$ cat src/rtl/txfr_pkg.sv
package txfr_pkg;

  // Frame options captured with a character
  typedef struct packed {
    logic parityEn;
    logic parityOdd;
    logic twoStop;
    logic multiProc;
    logic syncMode;
    logic shortChar;
    logic mpId;
  } txMode_t;

  // Strobes from control to datapath
  typedef struct packed {
    logic load;      // capture the composed frame
    logic shift;     // drive next frame bit onto the line
    logic endFrame;  // return the line to idle
  } txStrobe_t;

endpackage

$ cat src/rtl/txfr_datapath.sv
module txfr_datapath
  import txfr_pkg::*;
#(
  parameter int DATA_W  = 8,
  parameter int FRAME_W = DATA_W + 4,
  parameter int CNT_W   = $clog2(FRAME_W + 1)
) (
  input  logic              clk,
  input  logic              rstN,
  input  txStrobe_t         strobe,
  input  logic [DATA_W-1:0] charIn,
  input  txMode_t           mode,
  output logic [CNT_W-1:0]  frameLen,
  output logic              lineOut
);

  localparam int LONG_LEN  = DATA_W;
  localparam int SHORT_LEN = DATA_W - 1;

  logic [FRAME_W-1:0] dataExt;
  logic [FRAME_W-1:0] afterStart;
  logic [FRAME_W-1:0] frameBits;
  logic [FRAME_W-1:0] shiftReg;
  logic               parityBit;
  logic               hasExtra;
  logic               extraBit;
  int                 charLen;
  int                 asyncLen;

  // Character, zero-extended, top bit cleared in short mode
  always_comb begin
    dataExt = '0;
    dataExt[DATA_W-1:0] = charIn;
    if (mode.shortChar) begin
      dataExt[DATA_W-1] = 1'b0;
    end
    charLen = mode.shortChar ? SHORT_LEN : LONG_LEN;
  end

  // Extra bit after the data: marker overrides parity
  always_comb begin
    parityBit  = (^dataExt) ^ mode.parityOdd;
    hasExtra   = mode.multiProc | mode.parityEn;
    extraBit   = mode.multiProc ? mode.mpId : parityBit;
    afterStart = {dataExt[FRAME_W-2:0], 1'b0};
  end

  // Compose frame, bit 0 is sent first, unused tail stays at 1
  always_comb begin
    for (int i = 0; i < FRAME_W; i++) begin
      if (mode.syncMode) begin
        frameBits[i] = (i < charLen) ? dataExt[i] : 1'b1;
      end else if (i <= charLen) begin
        frameBits[i] = afterStart[i];
      end else if ((i == charLen + 1) && hasExtra) begin
        frameBits[i] = extraBit;
      end else begin
        frameBits[i] = 1'b1;
      end
    end
  end

  always_comb begin
    asyncLen = 1 + charLen + (hasExtra ? 1 : 0) + (mode.twoStop ? 2 : 1);
    frameLen = mode.syncMode ? CNT_W'(charLen) : CNT_W'(asyncLen);
  end

  always_ff @(posedge clk) begin
    if (!rstN) begin
      shiftReg <= '1;
      lineOut  <= 1'b1;
    end else begin
      if (strobe.load) begin
        shiftReg <= frameBits;
      end else if (strobe.shift) begin
        shiftReg <= {1'b1, shiftReg[FRAME_W-1:1]};
      end
      if (strobe.shift) begin
        lineOut <= shiftReg[0];
      end else if (strobe.endFrame) begin
        lineOut <= 1'b1;
      end
    end
  end

endmodule

$ cat src/rtl/txfr_ctrl.sv
module txfr_ctrl
  import txfr_pkg::*;
#(
  parameter int CNT_W = 4
) (
  input  logic             clk,
  input  logic             rstN,
  input  logic             reqValid,
  input  logic             bitTick,
  input  logic [CNT_W-1:0] frameLen,
  output logic             reqReady,
  output logic             busyOut,
  output txStrobe_t        strobe
);

  typedef enum logic {ST_IDLE, ST_RUN} txState_t;

  txState_t         state;
  logic [CNT_W-1:0] bitsLeft;
  logic             lastDone;

  always_comb begin
    lastDone        = (bitsLeft == '0);
    strobe          = '0;
    strobe.load     = (state == ST_IDLE) && reqValid;
    strobe.shift    = (state == ST_RUN) && bitTick && !lastDone;
    strobe.endFrame = (state == ST_RUN) && bitTick && lastDone;
    reqReady        = (state == ST_IDLE);
    busyOut         = (state == ST_RUN);
  end

  always_ff @(posedge clk) begin
    if (!rstN) begin
      state    <= ST_IDLE;
      bitsLeft <= '0;
    end else begin
      unique case (state)
        ST_IDLE: begin
          if (reqValid) begin
            state    <= ST_RUN;
            bitsLeft <= frameLen;
          end
        end
        ST_RUN: begin
          if (bitTick) begin
            if (lastDone) begin
              state <= ST_IDLE;
            end else begin
              bitsLeft <= bitsLeft - 1'b1;
            end
          end
        end
        default: state <= ST_IDLE;
      endcase
    end
  end

endmodule

$ cat src/rtl/serial_frame_tx.sv
module serial_frame_tx
  import txfr_pkg::*;
#(
  parameter int DATA_W = 8
) (
  input  logic              clk,
  input  logic              rstN,
  input  logic [DATA_W-1:0] inData,
  input  logic              inValid,
  output logic              inReady,
  input  logic              bitTick,
  input  logic              cfgParityEn,
  input  logic              cfgParityOdd,
  input  logic              cfgTwoStop,
  input  logic              cfgMultiProc,
  input  logic              cfgSyncMode,
  input  logic              cfgShortChar,
  input  logic              mpIdFlag,
  output logic              txLine,
  output logic              busy
);

  localparam int FRAME_W = DATA_W + 4;
  localparam int CNT_W   = $clog2(FRAME_W + 1);

  txMode_t          modeNow;
  txStrobe_t        strobe;
  logic [CNT_W-1:0] frameLen;

  always_comb begin
    modeNow.parityEn  = cfgParityEn;
    modeNow.parityOdd = cfgParityOdd;
    modeNow.twoStop   = cfgTwoStop;
    modeNow.multiProc = cfgMultiProc;
    modeNow.syncMode  = cfgSyncMode;
    modeNow.shortChar = cfgShortChar;
    modeNow.mpId      = mpIdFlag;
  end

  txfr_ctrl #(.CNT_W(CNT_W)) u_ctrl (
    .clk      (clk),
    .rstN     (rstN),
    .reqValid (inValid),
    .bitTick  (bitTick),
    .frameLen (frameLen),
    .reqReady (inReady),
    .busyOut  (busy),
    .strobe   (strobe)
  );

  txfr_datapath #(.DATA_W(DATA_W), .FRAME_W(FRAME_W), .CNT_W(CNT_W)) u_dp (
    .clk      (clk),
    .rstN     (rstN),
    .strobe   (strobe),
    .charIn   (inData),
    .mode     (modeNow),
    .frameLen (frameLen),
    .lineOut  (txLine)
  );

endmodule

$ cat config.mk
export PLATFORM = sky130hd
export DESIGN_NAME = serial_frame_tx
export DESIGN_NICKNAME = d
export VERILOG_FILES = /design/src/rtl/txfr_pkg.sv /design/src/rtl/txfr_datapath.sv /design/src/rtl/txfr_ctrl.sv /design/src/rtl/serial_frame_tx.sv
export SDC_FILE = /design/constraint.sdc
export NUM_CORES = 1
export LEC_CHECK = 0
export BUFFER_PORTS_ARGS = -buffer_cell sky130_fd_sc_hd__buf_2
export CORE_MARGIN = 4
export CORE_UTILIZATION = 48
export CTS_BUF_LIST = sky130_fd_sc_hd__clkbuf_16
export DETAILED_ROUTE_END_ITERATION = 12
export PLACE_DENSITY = 0.71
export SLEW_MARGIN = 20
export SYNTH_ARGS = -nofsm -noshare
export SYNTH_HDL_FRONTEND = slang
export SYNTH_SLANG_ARGS = --single-unit
export TNS_END_PERCENT = 1
$ cat constraint.sdc
create_clock -name clk -period 3.6 [get_ports clk]
set_input_delay 0.72 -clock clk [delete_from_list [all_inputs] [get_ports clk]]
set_output_delay 0.72 -clock clk [all_outputs]
set_load 0.03 [all_outputs]
* Word-level counts from Yosys, hierarchy flattened
Index checks and enable logic that the tools add are counted.
Storage, ports and cells: register bits 18, input bits 19, output and inout bits 3, word-level logic and storage cells 138
Operators by class: add/subtract/negate cells 4, $lt $le $gt $ge 24, equal/unequal tests 14, muxes and demuxes 66, bitwise operators 3, reduce and logical (&&, ||, !) cells 23
Operator list (number):
- equality test 4 x 32 -> 1 bit, first input constant | 4
- equality test 5 x 32 -> 1 bit, first input constant | 4
- <= comparator 4 x 32 -> 1 bit, first input constant | 4
- <= comparator 5 x 32 -> 1 bit, first input constant | 4
- less-than comparator 4 x 32 -> 1 bit, first input constant | 4
- less-than comparator 5 x 32 -> 1 bit, first input constant | 4
- equality test 3 x 32 -> 1 bit, first input constant | 2
- <= comparator 3 x 32 -> 1 bit, first input constant | 2
- less-than comparator 3 x 32 -> 1 bit, first input constant | 2
- 2-to-1 mux 1 bit | 56
- equality test 2 x 32 -> 1 bit, first input constant | 1
- <= comparator 1 x 32 -> 1 bit, first input constant | 1
- <= comparator 2 x 32 -> 1 bit, first input constant | 1
- zero test 32 bit | 1
- less-than comparator 1 x 32 -> 1 bit, first input constant | 1
- less-than comparator 2 x 32 -> 1 bit, first input constant | 1
- 2-to-1 mux 12 bit | 2
- 2-to-1 mux 4 bit | 5
- logical AND 1 bit | 16
- parity 12 bit | 1
- adder 4 bit | 2
- case mux 4 bit (2 select lines) | 1
- != test 2 bit, second input constant | 3
- adder 4 x 1 -> 5 bit, second input constant | 1
- 10 further kinds | 11

* Depth between registers and ports, before layout
Gate-level depths: netlist of the first run.
depth in word-level cells 8, mapped depth 8, gate-level depth less buffers 7

* Modules after synthesis
A second synthesis of the first run with hierarchy kept.
Second synthesis, totals: cell total of the unflattened synthesis 133, area, all modules 1112.3 µm²
By module, submodules not included:
- txfr_datapath | times used 1, cells an instance 93, area each 759.5 µm², seq. area each 220.2 µm²
- txfr_ctrl | times used 1, cells an instance 40, area each 352.8 µm², seq. area each 100.1 µm²

* Worst setup path after synthesis of the first run
OpenSTA, ideal clock, no wires.
path type input to register, start input port cfgParityEn, end register u_ctrl.bitsLeft[1], setup time 122 ps, arrival time 1949 ps, required time 3478 ps, setup slack 1529 ps, cell stages on the path 7, path buffers 0, path through or2_2 > fa_1 > ha_1 > mux2i_1 > nand2_1 > nand3_1 > a21boi_0
Between the ends: word-level cells in the longest chain between the ends 7
RTL lines:
- start: declaration | RTL line serial_frame_tx.sv:12 | input logic cfgParityEn,
- bitwise OR 1 bit | RTL line txfr_datapath.sv:43 | hasExtra = mode.multiProc | mode.parityEn;
- 2-to-1 mux 1 bit | RTL line txfr_datapath.sv:64 | asyncLen = 1 + charLen + (hasExtra ? 1 : 0) + (mode.twoStop ? 2 : 1);
- adder 4 bit (2 in series) | RTL line txfr_datapath.sv:64
- 2-to-1 mux 4 bit | RTL line txfr_datapath.sv:65 | frameLen = mode.syncMode ? CNT_W'(charLen) : CNT_W'(asyncLen);
- 2-to-1 mux 4 bit | RTL line txfr_ctrl.sv:39 | if (reqValid) begin
- case mux 4 bit (2 select lines) | RTL line txfr_ctrl.sv:37 | unique case (state)
- end signal: assignment | RTL line txfr_ctrl.sv:41 | bitsLeft <= frameLen;
- end signal: assignment | RTL line txfr_ctrl.sv:49 | bitsLeft <= bitsLeft - 1'b1;
- end: declaration | RTL line txfr_ctrl.sv:19 | logic [CNT_W-1:0] bitsLeft;
Every way passes these cells. The select of a mux whose other input is x is not followed. A chain may end at the register's enable or synchronous reset.

* Worst setup path in the final report of the first run
start register u_ctrl.bitsLeft[0], end register u_ctrl.bitsLeft[3]
Between the ends: word-level cells in the longest chain between the ends 4, elaborated cells on any way between the ends 7, classes of those cells add/sub: 1; eq/ne: 1; mux: 3; reduce/logical: 2
RTL lines:
- subtractor 4 x 1 -> 4 bit | RTL line txfr_ctrl.sv:49
- 2-to-1 mux 4 bit | RTL line txfr_ctrl.sv:46 | if (lastDone) begin
- 2-to-1 mux 4 bit | RTL line txfr_ctrl.sv:45 | if (bitTick) begin
- case mux 4 bit (2 select lines) | RTL line txfr_ctrl.sv:37
Several ways; a longest one is shown, not always the timed one. The select of a mux whose other input is x is not followed.

==> results of run 1 <==
==> cell usage after synthesis, drive strengths merged <==
master / n
buf: 6
nor3b: 2
a32oi: 1
xnor2: 6
nor2b: 1
nor3: 2
nand2: 21
a211oi: 2
mux2i: 8
or2: 1
nand2b: 3
o211ai: 9
a31o: 1
o21ai: 11
o2111ai: 1
nor2: 7
a21boi: 3
a31oi: 1
dfxtp: 16
nand3: 10
o32ai: 1
fa: 1
a21oi: 4
clkbuf: 3
xnor3: 1
inv: 8
ha: 2
==> per-layer routing <==
layer  vias to the layer above  part of all wire  track usage  wire [microns]
met5                         -                 0            0               0
met4                         0            0.0036       0.0498               8
met3                         2             0.035       0.0409              78
met2                        14              0.52        0.327            1160
met1                       461              0.44        0.187             982
li1                        496                 -            -               -
==> worst paths after layout <==
check                                  startpoint                               to  slack [ns]  cells after the start
hold reg to reg     u_dp.shiftReg[6]$_SDFFE_PN1P_    u_dp.shiftReg[6]$_SDFFE_PN1P_        0.47                      2
setup reg to reg  u_ctrl.bitsLeft[0]$_SDFFE_PN0P_  u_ctrl.bitsLeft[3]$_SDFFE_PN0P_        1.62                      7
setup / recovery  u_ctrl.bitsLeft[0]$_SDFFE_PN0P_  u_ctrl.bitsLeft[3]$_SDFFE_PN0P_        1.62                      7
hold / removal      u_dp.shiftReg[6]$_SDFFE_PN1P_    u_dp.shiftReg[6]$_SDFFE_PN1P_        0.47                      2
==> area by class of cell <==
| type | count | area share |
|---|---|---|
| repair buffers | 22 | 0.0918 |
| well taps | 27 | 0.0276 |
| inverters | 8 | 0.0245 |
| multi-input cells | 99 | 0.534 |
| flip-flops and latches | 16 | 0.261 |
| clock buffers | 3 | 0.0612 |
==> flip-flops by register name, summed over array words and instances (netlist names) <==
name / count
u_dp.shiftReg: 10
u_ctrl.bitsLeft: 4
u_ctrl.busyOut: 1
u_dp.lineOut: 1
==> logic make-up (layout without fill, tap and decap cells) <==
kind of cell,count (synthesis),in the layout,synth area share
buffers and inverters,17,33,0.0726
AO/OA/AOI/OAI,34,34,0.214
XOR/XNOR,7,7,0.0786
multiplexers,8,8,0.0762
adder cells (fa/ha/maj),3,3,0.0429
AND/OR/NAND/NOR,47,47,0.211
flip-flops,16,16,0.305
==> metrics by stage <==
step	total power, uW	std cells	cell area [sq um]	setup slack [ns]	hold slack [ns]
2_1_floorplan	321	132	1050	1.53	0.440
3_3_place_gp	350	172	1150	1.40	0.450
3_5_place_dp	354	172	1150	1.34	0.457
4_1_cts	563	175	1230	1.59	0.468
5_1_grt	589	175	1230	1.31	0.506
6_report	561	175	1230	1.62	0.469
==> critical path, stage by stage, from the launching register on <==
cell and delay (ns):
dfxtp_1 0.32, inv_1 0.06, ha_1 0.17, nor3b_2 0.30, nor2_1 0.07, nor2_1 0.60
o21ai_0 0.20, a21boi_0 0.19
==> power breakdown <==
part / switching [uW] / internal [uW]
registers: 14.5 / 196
logic: 78.5 / 62.6
clock network: 63.5 / 145
==> results.py, run 1 <==
metrics = {
    "outcome": {
        "status": "complete, no violations",
    },
    "critical_path": {
        "cp_max_fo": 12,
        "crit_type": "register to register",
        "end_kind": "register",
        "cp_data_arrival_time_ns": 2.16,
        "cp-start-kind": "register",
        "critical_path_required_ns": 3.77,
    },
    "global_route": {
        "grt_start_max_net_pins": 18,
        "grt-ovfl-total": 0,
        "grt_usage": 0.173,
        "first_global_vias": 903,
        "antenna_found_initial": 0,
        "grt_pass1_wl_mm": 3.75,
    },
    "synthesis": {
        "yosysSeqAreaShare": 0.305,
        "syn_area_sq_um": 1050,
        "synth_cell_types": 30,
        "synthCells": 132,
        "synth_top_area_cell": "dfxtp_1",
        "ys_warn_count": 0,
        "yosys-top-cells-area": "dfxtp_1 (30%), mux2i_1 (7.6%), nand2_1 (7.5%), o211ai_1 (6.4%), nand3_1 (4.8%)",
        "synth-seq-cells": 16,
        "syn_avg_cell_area_sq_um": 7.96,
        "synth_top_area_frac": 0.305,
        "syn_nets": 154,
    },
    "floorplanning": {
        "die_w_microns": 54.8,
        "placement_rows": 16,
        "boundaryPins": 22,
        "core_area_sq_um": 2020,
        "die_area_sq_um": 3000,
        "die_h_microns": 54.8,
        "start_util": 0.520,
    },
    "clocking": {
        "cts_tree": "done",
        "clk_latency_ns": 0.24,
        "cts_hold_buf": 0,
        "cts_buffers": 3,
        "htree_levels": 1,
        "cts_resized": 0,
        "clk_pin_slew_ns": 0.05,
        "postCtsSetupBuffers": 0,
        "root_buffer": "clkbuf_16",
        "cts_buffer_depth": 2,
        "clock-sinks": 16,
    },
    "timing": {
        "max_freq_ghz": 0.504,
        "fin_setup_tns_ns": 0,
        "finalSetupViolCount": 0,
        "period_share": 0.551,
        "period_needed_ns": 1.98,
        "hold_violations": 0,
        "slew_viol_final": 0,
        "rsz0062_at_grt": "no",
        "worst_slew_pin_slew_ns": 0.770,
        "slew_headroom": 0.485,
        "finalClockSkew_ns": 0.00494,
    },
    "final_layout": {
        "mostFrequentLayoutCells": "nand2_1 (21), buf_2 (21), dfxtp_1 (16), o21ai_0 (10), nand3_1 (10)",
        "seqCellArea_sq_um": 320,
        "final_nets": 172,
        "num_antenna_cells": 0,
        "multi_input_area_sq_um": 654,
        "area_growth_pct": 16.7,
        "fillers": 184,
        "layout-drive-gt1-share": 0.209,
        "postLayoutCoreUtil": 0.606,
    },
    "pwr": {
        "powerDensity_nw_per_um2": 457,
        "leakage_uw": 0.000528,
        "peakVddDrop_mv": 0.493,
    },
    "detailed_routing": {
        "drtIter0Drc": 21,
        "avgRoutedWirePerCell_microns": 12.7,
        "antenna_left": 0,
        "vias": 973,
        "viasPerCell": 5.56,
        "dr.pass1.iters": 4,
        "drc": 0,
        "finalWirelength_mm": 2.23,
    },
    "placement": {
        "place.gp.congestion": 0.731,
        "hpwlAfterDp_mm": 1.65,
        "portBuffers": 21,
    },
    "min_path": {
        "hp-class": "register to register",
    },
    "flow_run": {
        "maxCapViolations": 0,
    },
}
No activity file was read; power rests on OpenSTA's default activity.
==> inputs of run 2 (changes only) <==
PLACE_DENSITY = 0.74   (was 0.71)
clock period = 1.7 ns   (was 3.6 ns; I/O delays follow)
==> run 2 against run 1 <==
Net effect: sequential cell count stayed put; sequential share of layout area decreased by 0.90 points; clock-buffer cell count stayed put; first-iteration DRC count decreased by 14%; via count down 0.10%; largest cell class unchanged; global-route usage up 1.0 points; cell area up 3.6%; hold slack got worse by 0.16 ns; register-to-register slack worse by 1.5 ns.
==> results.py, run 2 (synthesis gave the netlist of run 1 again) <==
metrics = {
    "outcome": {
        "status": "complete, no violations",
    },
    "pwr": {
        "p_int_uw": 874,
        "peakVddDrop_mv": 0.745,
        "p_comb_frac": 0.270,
        "power_frac_seq": 0.366,
        "switching_power_uw": 336,
        "clkPwrFrac": 0.364,
        "leakage_uw": 0.000554,
        "swShare": 0.278,
        "powerDensity_nw_per_um2": 953,
    },
    "timing": {
        "slew_viol_final": 0,
        "period_needed_ns": 1.58,
        "slew_headroom": 0.778,
        "finalClockSkew_ns": 0.00215,
        "rsz0062_at_grt": "no",
        "hold_violations": 0,
        "whs_ns": 0.312,
        "worst_slew_pin_slew_ns": 0.333,
        "period_share": 0.928,
        "finalSetupViolCount": 0,
        "max_freq_ghz": 0.634,
        "worst_slack_ns": 0.123,
        "fin_setup_tns_ns": 0,
    },
    "final_layout": {
        "postLayoutCoreUtil": 0.628,
        "mostFrequentLayoutCells": "nand2_1 (21), buf_2 (21), dfxtp_1 (16), o21ai_0 (10), nand3_1 (10)",
        "largest-register": "u_dp.shiftReg",
        "area_growth_pct": 20.8,
        "fillers": 189,
        "largest_reg_flops": 10,
        "top_regs": "u_dp.shiftReg (10), u_ctrl.bitsLeft (4)",
        "num_antenna_cells": 0,
        "final_nets": 177,
        "layout-drive-gt1-share": 0.235,
    },
    "detailed_routing": {
        "antenna_left": 0,
        "avgRoutedWirePerCell_microns": 12.8,
        "vias": 972,
        "drtIter0Drc": 18,
        "viasPerCell": 5.40,
        "drc": 0,
        "finalWirelength_mm": 2.30,
        "dr.pass1.iters": 4,
    },
    "clocking": {
        "cts_tree": "done",
        "clk_latency_ns": 0.24,
        "cts_buffer_depth": 2,
        "cts_hold_buf": 0,
        "htree_levels": 1,
        "cts_buffers": 3,
        "clock-sinks": 16,
        "root_buffer": "clkbuf_16",
        "clk_pin_slew_ns": 0.05,
    },
    "global_route": {
        "grt_start_max_net_pins": 18,
        "first_global_vias": 924,
        "antenna_found_initial": 0,
        "grt-ovfl-total": 0,
        "grt_usage": 0.183,
        "grt_pass1_wl_mm": 3.92,
    },
    "min_path": {
        "hp-class": "input port to register",
        "min-delay-start": "bitTick",
        "hold_depth": 2,
    },
    "placement": {
        "pre_cts_slack_ns": -0.157,
        "portBuffers": 21,
        "place.gp.congestion": 0.749,
        "hpwlAfterDp_mm": 1.75,
    },
    "critical_path": {
        "r2r_slack_ns": 0.13,
        "cp_max_fo": 2,
        "cp_data_arrival_time_ns": 1.71,
        "critical_path_required_ns": 1.83,
        "rr_worst_depth": 8,
        "worst_r2r_startpoint": "u_ctrl.bitsLeft[0]$_SDFFE_PN0P_",
        "cp-start-kind": "input port",
        "startpoint": "cfgParityEn",
        "crit_type": "input port to register",
        "end_kind": "register",
    },
    "floorplanning": {
        "die_area_sq_um": 3000,
        "die_w_microns": 54.8,
        "core_area_sq_um": 2020,
        "boundaryPins": 22,
        "die_h_microns": 54.8,
        "placement_rows": 16,
        "start_util": 0.520,
    },
    "flow_run": {
        "maxCapViolations": 0,
    },
}
[run 2: layout make-up]
| cell class | count | area (sq um) | area share |
|---|---|---|---|
| repair buffers | 27 | 150 | 0.118 |
| flip-flops and latches | 16 | 320 | 0.252 |
| clock buffers | 3 | 75.1 | 0.0591 |
| well taps | 27 | 33.8 | 0.0266 |
| inverters | 8 | 30.0 | 0.0236 |
| multi-input cells | 99 | 661 | 0.520 |
[run 2: repair_timing]
item	in CTS	in global routing
resized for setup	0	2
hold endpoints to repair	0	0
setup buffers	0	0
setup endpoints to repair	0	2
[run 2: path summary, 6_finish.rpt]
check / to
min reg2reg: u_dp.shiftReg[6]$_SDFFE_PN1P_
max: u_ctrl.bitsLeft[1]$_SDFFE_PN0P_
min: u_ctrl.busyOut$_SDFF_PN0_
max reg2reg: u_dp.shiftReg[8]$_SDFFE_PN1P_
[run 2: critical path: stages]
cell and delay (ns):
buf_2 0.10, or2_2 0.30, fa_1 0.37, ha_1 0.28, mux2i_1 0.13, nand2_1 0.06, nand3_1 0.08, a21boi_1 0.06
[run 2: through the flow]
stage	cell area, sq um	power (uW)	std cells
global route	1270	1290	180
CTS	1260	1220	180
finish	1270	1210	180
floorplan	1050	680	132
global placement	1190	755	177
detailed placement	1190	767	177
[run 2: per-layer routing]
| metal | routed length (microns) | up-vias | share of wire | track usage |
|---|---|---|---|---|
| met5 | 0 | - | 0 | 0 |
| met4 | 8 | 0 | 0.0035 | 0.0622 |
| met3 | 56 | 2 | 0.024 | 0.0409 |
| met2 | 1220 | 11 | 0.53 | 0.339 |
| met1 | 1010 | 456 | 0.44 | 0.202 |
| li1 | - | 503 | - | - |
[run 2: power by group through the flow]
| stage | combinational (uW) | clock (uW) | sequential [uW] |
|---|---|---|---|
| after floorplan | 234 | 0 | 446 |
| after global placement | 310 | 0 | 445 |
| after detailed placement | 320 | 0 | 447 |
| after CTS | 322 | 458 | 440 |
| after global routing | 368 | 472 | 448 |
| final | 327 | 440 | 443 |
